`src/rtl/fec_pkg.sv`:
```
package fec_pkg;
   typedef enum logic {
      CHK_CODE = 1'b0,
      CHK_PAR  = 1'b1
   } chk_mode_e;

   typedef struct packed {
      logic edc;
      logic par;
      logic ifetch;
   } fec_stat_t;
endpackage

```
`src/rtl/fec_syn_fmt.sv`:
```
module fec_syn_fmt #(
   parameter int SYN_W = 7
) (
   input  logic               mode_par,
   input  logic [SYN_W-1:0]   syn_lo,
   input  logic [SYN_W-1:0]   syn_hi,
   input  logic               par_lo,
   input  logic               par_hi,
   output logic [2*SYN_W-1:0] syn_fmt
);
   localparam int LANES = 2;

   if (SYN_W < 1) begin : g_bad_w
      $error("fec_syn_fmt: SYN_W must be at least 1");
   end

   logic [LANES-1:0][SYN_W-1:0] lane_syn;
   logic [LANES-1:0]            lane_par;

   assign lane_syn[0] = syn_lo;
   assign lane_syn[1] = syn_hi;
   assign lane_par[0] = par_lo;
   assign lane_par[1] = par_hi;

   // one field per longword; parity mode keeps only the field's LSB
   for (genvar g = 0; g < LANES; g++) begin : g_lane
      always_comb begin
         if (mode_par == fec_pkg::CHK_PAR)
            syn_fmt[g*SYN_W +: SYN_W] = {{(SYN_W-1){1'b0}}, lane_par[g]};
         else
            syn_fmt[g*SYN_W +: SYN_W] = lane_syn[g];
      end
   end
endmodule

```
`src/rtl/fec_addr_fmt.sv`:
```
module fec_addr_fmt #(
   parameter int PA_W        = 64,
   parameter int PA_HI       = 33,
   parameter int BLK_LSB     = 5,
   parameter int LD_LSB      = 2,
   parameter bit IFETCH_ZERO = 1'b1,
   localparam int BLK_W      = PA_HI - BLK_LSB + 1,
   localparam int LD_W       = BLK_LSB - LD_LSB
) (
   input  logic [BLK_W-1:0] blk_addr,
   input  logic [LD_W-1:0]  ld_low,
   input  logic             ifetch,
   output logic [PA_W-1:0]  addr_fmt
);
   if (PA_HI >= PA_W - 1) begin : g_bad_hi
      $error("fec_addr_fmt: PA_HI must leave zero bits above it");
   end
   if (BLK_LSB <= LD_LSB || LD_LSB < 1) begin : g_bad_lsb
      $error("fec_addr_fmt: need BLK_LSB > LD_LSB >= 1");
   end

   logic [LD_W-1:0] low_sel;

   // variant: drive zero for instruction fills, or pass the load bits
   if (IFETCH_ZERO) begin : g_ifz
      assign low_sel = ifetch ? '0 : ld_low;
   end else begin : g_pass
      assign low_sel = ld_low;
   end

   always_comb begin
      addr_fmt                   = '0;
      addr_fmt[PA_HI:BLK_LSB]    = blk_addr;
      addr_fmt[BLK_LSB-1:LD_LSB] = low_sel;
   end
endmodule

```
`src/rtl/fec_lock_ctrl.sv`:
```
module fec_lock_ctrl (
   input  logic clk,
   input  logic rst,
   input  logic err_strobe,
   input  logic rd_en,
   output logic capture,
   output logic release_q,
   output logic locked_q,
   output logic multi_q
);
   // a read frees the registers in the same cycle, so an error may load
   assign capture   = err_strobe & (~locked_q | rd_en);
   assign release_q = rd_en & ~capture;

   always_ff @(posedge clk) begin
      if (rst) begin
         locked_q <= 1'b0;
         multi_q  <= 1'b0;
      end else if (capture) begin
         locked_q <= 1'b1;
         multi_q  <= 1'b0;
      end else if (release_q) begin
         locked_q <= 1'b0;
         multi_q  <= 1'b0;
      end else if (err_strobe) begin
         multi_q  <= 1'b1;
      end
   end

   a_r8_unlock: assert property (@(posedge clk) disable iff (rst)
      (rd_en && !err_strobe) |=> (!locked_q && !multi_q));
   a_r9_reclaim: assert property (@(posedge clk) disable iff (rst)
      (rd_en && err_strobe) |=> (locked_q && !multi_q));
   a_r7_multi_set: assert property (@(posedge clk) disable iff (rst)
      (locked_q && err_strobe && !rd_en) |=> multi_q);
   a_r2_lock_set: assert property (@(posedge clk) disable iff (rst)
      (!locked_q && err_strobe) |=> locked_q);
endmodule

```
`src/rtl/fill_err_capture.sv`:
```
module fill_err_capture #(
   parameter int PA_W        = 64,
   parameter int PA_HI       = 33,
   parameter int BLK_LSB     = 5,
   parameter int LD_LSB      = 2,
   parameter int SYN_W       = 7,
   parameter bit IFETCH_ZERO = 1'b1,
   localparam int BLK_W      = PA_HI - BLK_LSB + 1,
   localparam int LD_W       = BLK_LSB - LD_LSB,
   localparam int SR_W       = 2 * SYN_W
) (
   input  logic             clk,
   input  logic             rst,
   input  logic             err_strobe,
   input  logic             mode_par,
   input  logic [SYN_W-1:0] syn_lo,
   input  logic [SYN_W-1:0] syn_hi,
   input  logic             par_lo,
   input  logic             par_hi,
   input  logic             ifetch,
   input  logic [BLK_W-1:0] blk_addr,
   input  logic [LD_W-1:0]  ld_low,
   input  logic             rd_en,
   output logic [PA_W-1:0]  rd_addr,
   output logic [SR_W-1:0]  syn_out,
   output logic             stat_edc,
   output logic             stat_par,
   output logic             stat_ifetch,
   output logic             stat_multi,
   output logic             locked
);
   import fec_pkg::*;

   localparam logic [SR_W-1:0] PAR_KEEP =
      {{(SYN_W-1){1'b0}}, 1'b1, {(SYN_W-1){1'b0}}, 1'b1};

   logic [PA_W-1:0] addr_nx, addr_q;
   logic [SR_W-1:0] syn_nx, syn_q;
   fec_stat_t       stat_nx, stat_q;
   logic            capture, release_q, locked_q, multi_q;

   fec_syn_fmt #(.SYN_W(SYN_W)) u_syn (
      .mode_par (mode_par),
      .syn_lo   (syn_lo),
      .syn_hi   (syn_hi),
      .par_lo   (par_lo),
      .par_hi   (par_hi),
      .syn_fmt  (syn_nx)
   );

   fec_addr_fmt #(
      .PA_W        (PA_W),
      .PA_HI       (PA_HI),
      .BLK_LSB     (BLK_LSB),
      .LD_LSB      (LD_LSB),
      .IFETCH_ZERO (IFETCH_ZERO)
   ) u_addr (
      .blk_addr (blk_addr),
      .ld_low   (ld_low),
      .ifetch   (ifetch),
      .addr_fmt (addr_nx)
   );

   fec_lock_ctrl u_lock (
      .clk        (clk),
      .rst        (rst),
      .err_strobe (err_strobe),
      .rd_en      (rd_en),
      .capture    (capture),
      .release_q  (release_q),
      .locked_q   (locked_q),
      .multi_q    (multi_q)
   );

   always_comb begin
      stat_nx.edc    = (mode_par == CHK_CODE);
      stat_nx.par    = (mode_par == CHK_PAR);
      stat_nx.ifetch = ifetch;
   end

   always_ff @(posedge clk) begin
      if (rst || release_q) begin
         addr_q <= '0;
         syn_q  <= '0;
         stat_q <= '0;
      end else if (capture) begin
         addr_q <= addr_nx;
         syn_q  <= syn_nx;
         stat_q <= stat_nx;
      end
   end

   assign rd_addr     = addr_q;
   assign syn_out     = syn_q;
   assign stat_edc    = stat_q.edc;
   assign stat_par    = stat_q.par;
   assign stat_ifetch = stat_q.ifetch;
   assign stat_multi  = multi_q;
   assign locked      = locked_q;

   a_r1_reset_clears: assert property (@(posedge clk)
      rst |=> (addr_q == '0 && syn_q == '0 && stat_q == '0 && !locked_q && !multi_q));
   a_r6_zero_bits: assert property (@(posedge clk) disable iff (rst)
      (addr_q[PA_W-1:PA_HI+1] == '0 && addr_q[LD_LSB-1:0] == '0));
   a_r7_hold: assert property (@(posedge clk) disable iff (rst)
      (locked_q && !rd_en) |=> ($stable(addr_q) && $stable(syn_q) && $stable(stat_q)));
   a_r4_par_zero: assert property (@(posedge clk) disable iff (rst)
      stat_q.par |-> ((syn_q & ~PAR_KEEP) == '0));
   a_r2_one_kind: assert property (@(posedge clk) disable iff (rst)
      locked_q |-> (stat_q.edc ^ stat_q.par));
   a_r8_idle_empty: assert property (@(posedge clk) disable iff (rst)
      !locked_q |-> (addr_q == '0 && stat_q == '0));
endmodule

```
`config.mk`:
```
export PLATFORM = sky130hd
export DESIGN_NAME = fill_err_capture
export DESIGN_NICKNAME = d
export VERILOG_FILES = /design/src/rtl/fec_pkg.sv /design/src/rtl/fec_syn_fmt.sv /design/src/rtl/fec_addr_fmt.sv /design/src/rtl/fec_lock_ctrl.sv /design/src/rtl/fill_err_capture.sv
export SDC_FILE = /design/constraint.sdc
export NUM_CORES = 1
export LEC_CHECK = 0
export ABC_AREA = 1
export CAP_MARGIN = 20
export CORE_UTILIZATION = 39
export DETAILED_ROUTE_END_ITERATION = 10
export GPL_TIMING_DRIVEN = 0
export PLACE_DENSITY = 0.88
export SYNTH_ARGS = -nofsm -noshare
export SYNTH_HDL_FRONTEND = slang
export SYNTH_SLANG_ARGS = --single-unit
```
`constraint.sdc`:
```
create_clock -name clk -period 1.25 [get_ports clk]
set_input_delay 0.375 -clock clk [delete_from_list [all_inputs] [get_ports clk]]
set_output_delay 0.375 -clock clk [all_outputs]
set_load 0.005 [all_outputs]
```
**Yosys cells after proc, flatten, opt, wreduce, memory -nomap -nowiden**

Index checks and enable logic that the tools add are counted.

- Bits in registers: 51
- Logic and storage cells: 21
- Input bits: 54

- Bitwise gates (word level): 6
- Reductions and logical operators: 3
- Mux-type cells: 5

Operator list:

| operator | count |
|---|---|
| $mux 7 | 2 |
| $mux 3 | 1 |
| $not 1->1 | 3 |
| $reduce_or 3->1 | 1 |
| $and 1x1->1 | 2 |
| $mux 1 | 2 |
| $reduce_bool 2->1 | 1 |
| $logic_or 1x1->1 | 1 |
| $or 1x1->1 | 1 |

**Depth between registers and ports, before layout**

Gate-level depths: netlist (run 1).

- Word-level depth: 7
- Mapped depth: 7
- Mapped depth without buffers: 6

**Cells and area by module**

From an unflattened synthesis (run 1), not the netlist that was laid out.

- Cell total of the unflattened synthesis: 468
- Area, all modules: 3880.0 sq um

By module, submodules not included:

| module | seq. area each (sq um) | times used | area an instance (sq um) | cells each |
|---|---|---|---|---|
| fill_err_capture | 1621.6 | 1 | 3163.0 | 354 |
| fec_addr_fmt | 0.0 | 1 | 484.2 | 68 |
| fec_syn_fmt | 0.0 | 1 | 127.6 | 32 |
| fec_lock_ctrl | 40.0 | 1 | 105.1 | 14 |

**Worst setup path after synthesis (run 1)**

OpenSTA, ideal clock, no wires.

- Kind: input -> register
- From: in mode_par
- To: reg syn_q[3] (netlist: syn_out[3])
- Setup time: 0.125 ns
- Arrival time: 0.939 ns
- Stages on the path: 5
- Path slack: 0.186 ns
- Cell sequence: clkbuf_1 buf_2 nor2_1 nand3_1 a21oi_1

- Longest elaborated chain between the ends: 1

RTL lines:

| what | RTL line | RTL |
|---|---|---|
| start: declaration | fill_err_capture.sv:15 | `input logic mode_par,` |
| $mux 7 | fec_syn_fmt.sv:28 | `if (mode_par == fec_pkg::CHK_PAR)` |
| end signal: assignment | fill_err_capture.sv:88 | `syn_q <= syn_nx;` |
| end: declaration | fill_err_capture.sv:38 | `logic [SR_W-1:0] syn_nx, syn_q;` |

No other way between the ends.
A chain may end at the register's enable or synchronous reset.

**Worst setup path after layout (run 1)**

- From: reg syn_q[0] (netlist: syn_out[0])
- To: out syn_out[0]

RTL lines:

| what | RTL line | RTL |
|---|---|---|
| end: declaration | fill_err_capture.sv:25 | `output logic [SR_W-1:0] syn_out,` |

No word-level cell between the ends.

==> results.json, run 1 <==
{
  "status": "finished, final reports clean",
  "synth_top_family_by_area": "simple AND/OR/NAND/NOR gates",
  "fin_hold_ws_ns": 0.462,
  "grt_max_degree": 15,
  "drt.antenna.violating_nets": 0,
  "hold_viol_final": 0,
  "max_freq_mhz": 820,
  "numCtsBuffers": 5,
  "syn_avg_cell_area_um2": 7.31,
  "critPathRequiredTime_ns": 0.88,
  "clockRootBuffer": "clkbuf_8",
  "die_w_um": 81.5,
  "holdPathStages": 2,
  "p_sw_w": 0.000931,
  "p_leak_nw": 1.87,
  "hold_path.class": "flop to flop",
  "setup_viol": 0,
  "maxSlewViolCount": 0,
  "io_pins": 137,
  "postLayoutCoreUtil_pct": 65.1,
  "fin_nets": 543,
  "first_pass_iters": 5,
  "hpwl_um": 4770,
  "ys_ff_latch": 51,
  "p_per_area_nw_per_um2": 938,
  "dp_slack_ns": -0.510,
  "max_stage_delay_ns": 0.33,
  "yosys.area_share.xor_xnor_pct": 0,
  "power.internal_w": 0.00273,
  "timing.final.crit_share_pct": 97.6,
  "ir_drop_uv": 491,
  "diodes": 0,
  "grt_pass1_wl_um": 9700,
  "clkPwrFrac_pct": 28.0,
  "dieArea_um2": 6640,
  "synth_simple_gate_area_share_pct": 34.7,
  "rrSetupSlack_ns": 0.08,
  "timing_worst_setup_path_type": "flop to primary output",
  "synth_area_um2": 2460,
  "comb_power_share_pct": 23.2,
  "rows": 28,
  "synth_cells": 337,
  "start_util_pct": 41.1,
  "clock_latency_ns": 0.29,
  "path_clk_slew_ns": 0.09,
  "fin_worst_skew_ns": 0.00368,
  "cts_tree": "yes",
  "drv_cap": 0,
  "yosys.cell_types.count": 16,
  "crit_buf_inv": 1,
  "cts_sinks": 51,
  "gp_congestion": 0.784,
  "worst-path-stages": 1,
  "worstSetupStartpointType": "flop",
  "cts_max_level": 2,
  "postLayoutSetupSlackWorst_ns": 0.0304,
  "switching_share_pct": 25.4,
  "worstPathCellList": "clkdlybuf4s15_1",
  "antenna_found_initial": 0,
  "area_growth_pct": 58.4,
  "min_period_ns": 1.22,
  "drt-total-wl_um": 6500,
  "die_y_um": 81.5,
  "synth_compound_area_share_pct": 3.91,
  "path_max_fanout": 2,
  "fp.coreArea_um2": 5990,
  "seqPwrFrac_pct": 48.8,
  "synth_ff_type": "dfxtp_1",
  "crit_arrival_ns": 0.84,
  "vias": 2458,
  "port_buffers": 103,
  "clock_path_buffers": 2,
  "grt_pass1_vias": 2180,
  "worstSetupEndpointType": "primary output",
  "yosys.area_share.adder_pct": 0,
  "drtIter0Drc": 57,
  "synth_edf_count": 0,
  "drc_errors": 0,
  "layout-drive-gt1-share_pct": 27.6,
  "grt_overflow": 0,
  "grt_use_total_pct": 19.1,
  "seq_area_frac_synth_pct": 41.4,
  "synth_async_sr_flop_share_pct": 0,
  "yosysWarnings": 0,
  "synthMuxAreaShare_pct": 0,
  "crit_family": "flip-flops",
  "slowest_stage": "dfxtp_1",
  "postCtsHoldBufs": 0,
  "via_per_inst": 4.35,
  "wl_per_cell_um": 11.5,
  "reg2reg_depth": 7
}
[worst min-delay path, cell delays in order (launching register included)]
cell and delay, ns:
dfxtp_2 0.32, nand2_1 0.05, a21oi_1 0.05
[power groups by stage]
stage / sequential [W] / clock [W] / combinational [W]
floorplan: 0.00181 / 0 / 0.000427
global placement: 0.00180 / 0 / 0.000843
detailed placement: 0.00181 / 0 / 0.000858
CTS: 0.00178 / 0.00105 / 0.000849
global route: 0.00179 / 0.00111 / 0.000947
finish: 0.00178 / 0.00102 / 0.000849
[cells by family (layout without fill, tap and decap cells)]
kind of cell | count (synthesis) | after routing
flip-flops | 51 | 51
AND/OR/NAND/NOR | 191 | 191
other | 1 | 32
buffers and inverters | 77 | 199
AO/OA/AOI/OAI | 17 | 17
[layout make-up]
type / count / area [µm²]
fillers: 530 / 2090
flip-flops and latches: 51 / 1080
multi-input cells: 240 / 1070
repair buffers: 114 / 1040
plain buffers: 53 / 418
clock buffers: 8 / 100
inverters: 24 / 95.1
well taps: 75 / 93.8
[Yosys cell counts (3+ instances only)]
master    instances  area, µm²
inv_1            21       78.8
buf_6             6       67.6
dfxtp_1          51       1020
nand3b_1         30        225
inv_2             3       11.3
a21oi_1          14       70.1
buf_2             8       40.0
nand3_1          17       85.1
nor2_1           83        312
buf_4            38        285
nand2_1          59        221
[registers in the layout (all words and copies together) (netlist names)]
register / flops
u_lock.multi_q: 1
syn_out: 14
stat_par: 1
stat_edc: 1
rd_addr: 32
stat_ifetch: 1
u_lock.locked_q: 1
[path summary, 6_finish.rpt]
kind                                 from                  endpoint
max               syn_out[0]$_SDFFE_PP0P_                syn_out[0]
min               syn_out[6]$_SDFFE_PP0P_   syn_out[6]$_SDFFE_PP0P_
max reg2reg  u_lock.locked_q$_SDFFE_PP0P_  rd_addr[21]$_SDFFE_PP0P_
min reg2reg       syn_out[6]$_SDFFE_PP0P_   syn_out[6]$_SDFFE_PP0P_
[placed cells by master (no fill, tap or decap), drive strengths merged]
cell type | synthesis | routed
a21oi | 14 | 14
buf | 52 | 61
clkbuf | 1 | 23
clkdlybuf4s15 | 0 | 39
clkdlybuf4s50 | 0 | 50
conb | 1 | 32
dfxtp | 51 | 51
dlygate4sd2 | 0 | 2
inv | 24 | 24
nand2 | 61 | 61
nand3 | 17 | 17
nand3b | 30 | 30
nor2 | 83 | 83
o21ai | 3 | 3
[through the flow]
| step | cells | setup TNS [ns] | total power [W] | cell area [µm²] |
|---|---|---|---|---|
| floorplan | 368 | 0 | 0.00224 | 2580 |
| global placement | 546 | -22.30 | 0.00264 | 3700 |
| detailed placement | 546 | -22.72 | 0.00266 | 3700 |
| CTS | 565 | 0 | 0.00368 | 3930 |
| global route | 565 | -0.00921 | 0.00385 | 3900 |
| finish | 565 | 0 | 0.00366 | 3900 |
[repair_timing]
action	4_1_cts	5_1_grt
resized for setup	140	33
pin swaps	3	0
endpoints found under the setup margin	100	36
cloned	3	0
setup buffers	8	0
[metal layers]
| metal | global-route usage [%] | wire length, µm | vias up |
|---|---|---|---|
| li1 | - | - | 1274 |
| met1 | 20.9 | 2570 | 1086 |
| met2 | 35.4 | 3380 | 85 |
| met3 | 4.78 | 435 | 13 |
| met4 | 6.25 | 117 | 0 |
| met5 | 0 | 0 | - |
No activity file was read; power rests on OpenSTA's default activity.
==> run 2: changes to the inputs <==
==> constraint.sdc (replaced) <==
create_clock -name clk -period 1.25 [get_ports clk]
set_input_delay 0.25 -clock clk [delete_from_list [all_inputs] [get_ports clk]]
set_output_delay 0.25 -clock clk [all_outputs]
set_load 0.005 [all_outputs]
==> run 2 against run 1 <==
Against the previous run: non-clock buffer count fell by 8; final cell count shrank 1.4%; core utilization down 1.4 points; combinational power shrank 4.4%; die area did not move; critical endpoint is now rd_addr[12]$_SDFFE_PP0P_; critical path depth is 7 higher; global-route usage down 0.48 points; register-to-register slack improved by 0.09 ns; highest routed layer unchanged; first-iteration DRC count down 21%; fmax shrank 0.62%; clock-buffer cell count unchanged; clock skew is 0.00087 ns higher.
==> results.json, run 2 (same netlist as run 1, synthesis figures left out) <==
{
  "status": "finished, final reports clean",
  "wl_per_cell_um": 11.2,
  "via_per_inst": 4.33,
  "fin_worst_skew_ns": 0.00455,
  "worstSetupStartpointType": "primary input",
  "diodes": 0,
  "drt-total-wl_um": 6250,
  "post_dp_cell_area_um2": 3700,
  "comb_power_share_pct": 22.5,
  "mostFrequentLayoutCells": "nor2_1 (83), nand2_1 (59), clkdlybuf4s50_1 (51), dlygate4sd2_1 (51), buf_4 (42)",
  "postLayoutSetupSlackWorst_ns": 0.0229,
  "largest_reg_flops": 32,
  "clockRootBuffer": "clkbuf_8",
  "layout-drive-gt1-share_pct": 20.3,
  "gp_congestion": 0.784,
  "seq_area_um2": 1060,
  "io_pins": 137,
  "drc_errors": 0,
  "multi_input_area_um2": 1080,
  "setup_viol": 0,
  "numCtsBuffers": 5,
  "p_leak_nw": 1.98,
  "grt_max_degree": 15,
  "seqPwrFrac_pct": 49.1,
  "p_sw_w": 0.000915,
  "clock_path_buffers": 2,
  "max_stage_delay_ns": 0.47,
  "critPathRequiredTime_ns": 1.44,
  "rows": 28,
  "fp.coreArea_um2": 5990,
  "cts_tree": "yes",
  "max_freq_mhz": 815,
  "clkPwrFrac_pct": 28.4,
  "hpwl_um": 4770,
  "cts_max_level": 2,
  "postLayoutCoreUtil_pct": 63.8,
  "drv_cap": 0,
  "timing_worst_setup_path_type": "primary input to flop",
  "stdcell_area_um2": 3820,
  "grt_pass1_wl_um": 9470,
  "fillers": 554,
  "min_period_ns": 1.23,
  "fin_nets": 535,
  "port_buffers": 103,
  "first_pass_iters": 6,
  "rsz0062_at_grt": "yes",
  "die_w_um": 81.5,
  "area_growth_pct": 55.1,
  "grt_overflow": 0,
  "cts_sinks": 51,
  "slowest_stage": "clkdlybuf4s50_1",
  "antenna_found_initial": 0,
  "grt_pass1_vias": 2136,
  "power.internal_w": 0.00270,
  "die_y_um": 81.5,
  "final.setup.tns_ns": 0,
  "switching_share_pct": 25.3,
  "hold_viol_final": 0,
  "start_util_pct": 41.1,
  "maxSlewViolCount": 0,
  "layout_commonest_cell": "nor2_1",
  "drtIter0Drc": 45,
  "vias": 2413,
  "dp_slack_ns": -0.385,
  "timing.final.crit_share_pct": 98.2,
  "crit_arrival_ns": 1.42,
  "worstSetupEndpointType": "flop",
  "dieArea_um2": 6640,
  "path_max_fanout": 10,
  "worstPathCellList": "clkdlybuf4s50_1, inv_2, nand2_2, buf_6, buf_4, nand3b_1, nand2_1, nor2_1",
  "hold_path.class": "primary input to flop",
  "clock_latency_ns": 0.29,
  "p_per_area_nw_per_um2": 945,
  "grt_use_total_pct": 18.6,
  "ir_drop_uv": 502,
  "path_clk_slew_ns": 0.09,
  "drt.antenna.violating_nets": 0
}
-- run 2: changes by cell type in the layout (fill, tap and decap cells not counted), sizes merged --
| cell | change |
|---|---|
| clkbuf | -12 |
| clkdlybuf4s50 | +1 |
| buf | -8 |
| dlymetal6s2s | +1 |
| dlygate4sd2 | +49 |
| clkdlybuf4s15 | -39 |
-- run 2: timing repair --
| item | in CTS | in global routing |
|---|---|---|
| resized for setup | 82 | 5 |
| setup buffers | 3 | 0 |
| pin swaps | 1 | 0 |
| hold buffers | 0 | 0 |
| setup endpoints to repair | 91 | 32 |
-- run 2: power groups by stage --
stage / logic (W) / registers, W / clock network [W]
2_1_floorplan: 0.000427 / 0.00181 / 0
3_3_place_gp: 0.000843 / 0.00180 / 0
3_5_place_dp: 0.000858 / 0.00181 / 0
4_1_cts: 0.000810 / 0.00177 / 0.00105
5_1_grt: 0.000911 / 0.00178 / 0.00111
6_report: 0.000812 / 0.00177 / 0.00102
-- run 2: worst paths after layout --
kind         slack, ns                       end  cells past startpoint                          from
min reg2reg       0.46   syn_out[1]$_SDFFE_PP0P_                      2       syn_out[1]$_SDFFE_PP0P_
min               0.45   syn_out[1]$_SDFFE_PP0P_                      4                      mode_par
max               0.02  rd_addr[12]$_SDFFE_PP0P_                      8                         rd_en
max reg2reg       0.17  rd_addr[12]$_SDFFE_PP0P_                      6  u_lock.locked_q$_SDFFE_PP0P_
-- run 2: metal layers --
layer	wire (µm)	vias to the layer above	share of wire, %	global-route usage, %
met4	119	0	1.9	6.43
met5	0	-	0	0
li1	-	1256	-	-
met2	3190	84	51	33.5
met1	2500	1060	40	21.0
met3	439	13	7.0	4.89
-- run 2: layout make-up --
type / instances / area share (%)
multi-input combinational: 240 / 28.2
inverter: 24 / 2.36
timing repair buffer: 106 / 26.0
tap: 75 / 2.46
sequential: 51 / 27.7
buffer: 53 / 10.7
clock buffer: 8 / 2.62
-- run 2: worst max-delay path, delay by kind of cell --
family                 cells  cell delay [ns]
AND/OR/NAND/NOR            4             0.31
buffers and inverters      4             0.85
-- run 2: per-stage QoR --
stage | power (W) | instances | hold WS (ns)
CTS | 0.00363 | 557 | 0.453
finish | 0.00361 | 557 | 0.453
floorplan | 0.00224 | 368 | 0.319
detailed placement | 0.00266 | 546 | 0.453
global placement | 0.00264 | 546 | 0.448
global route | 0.00380 | 557 | 0.480
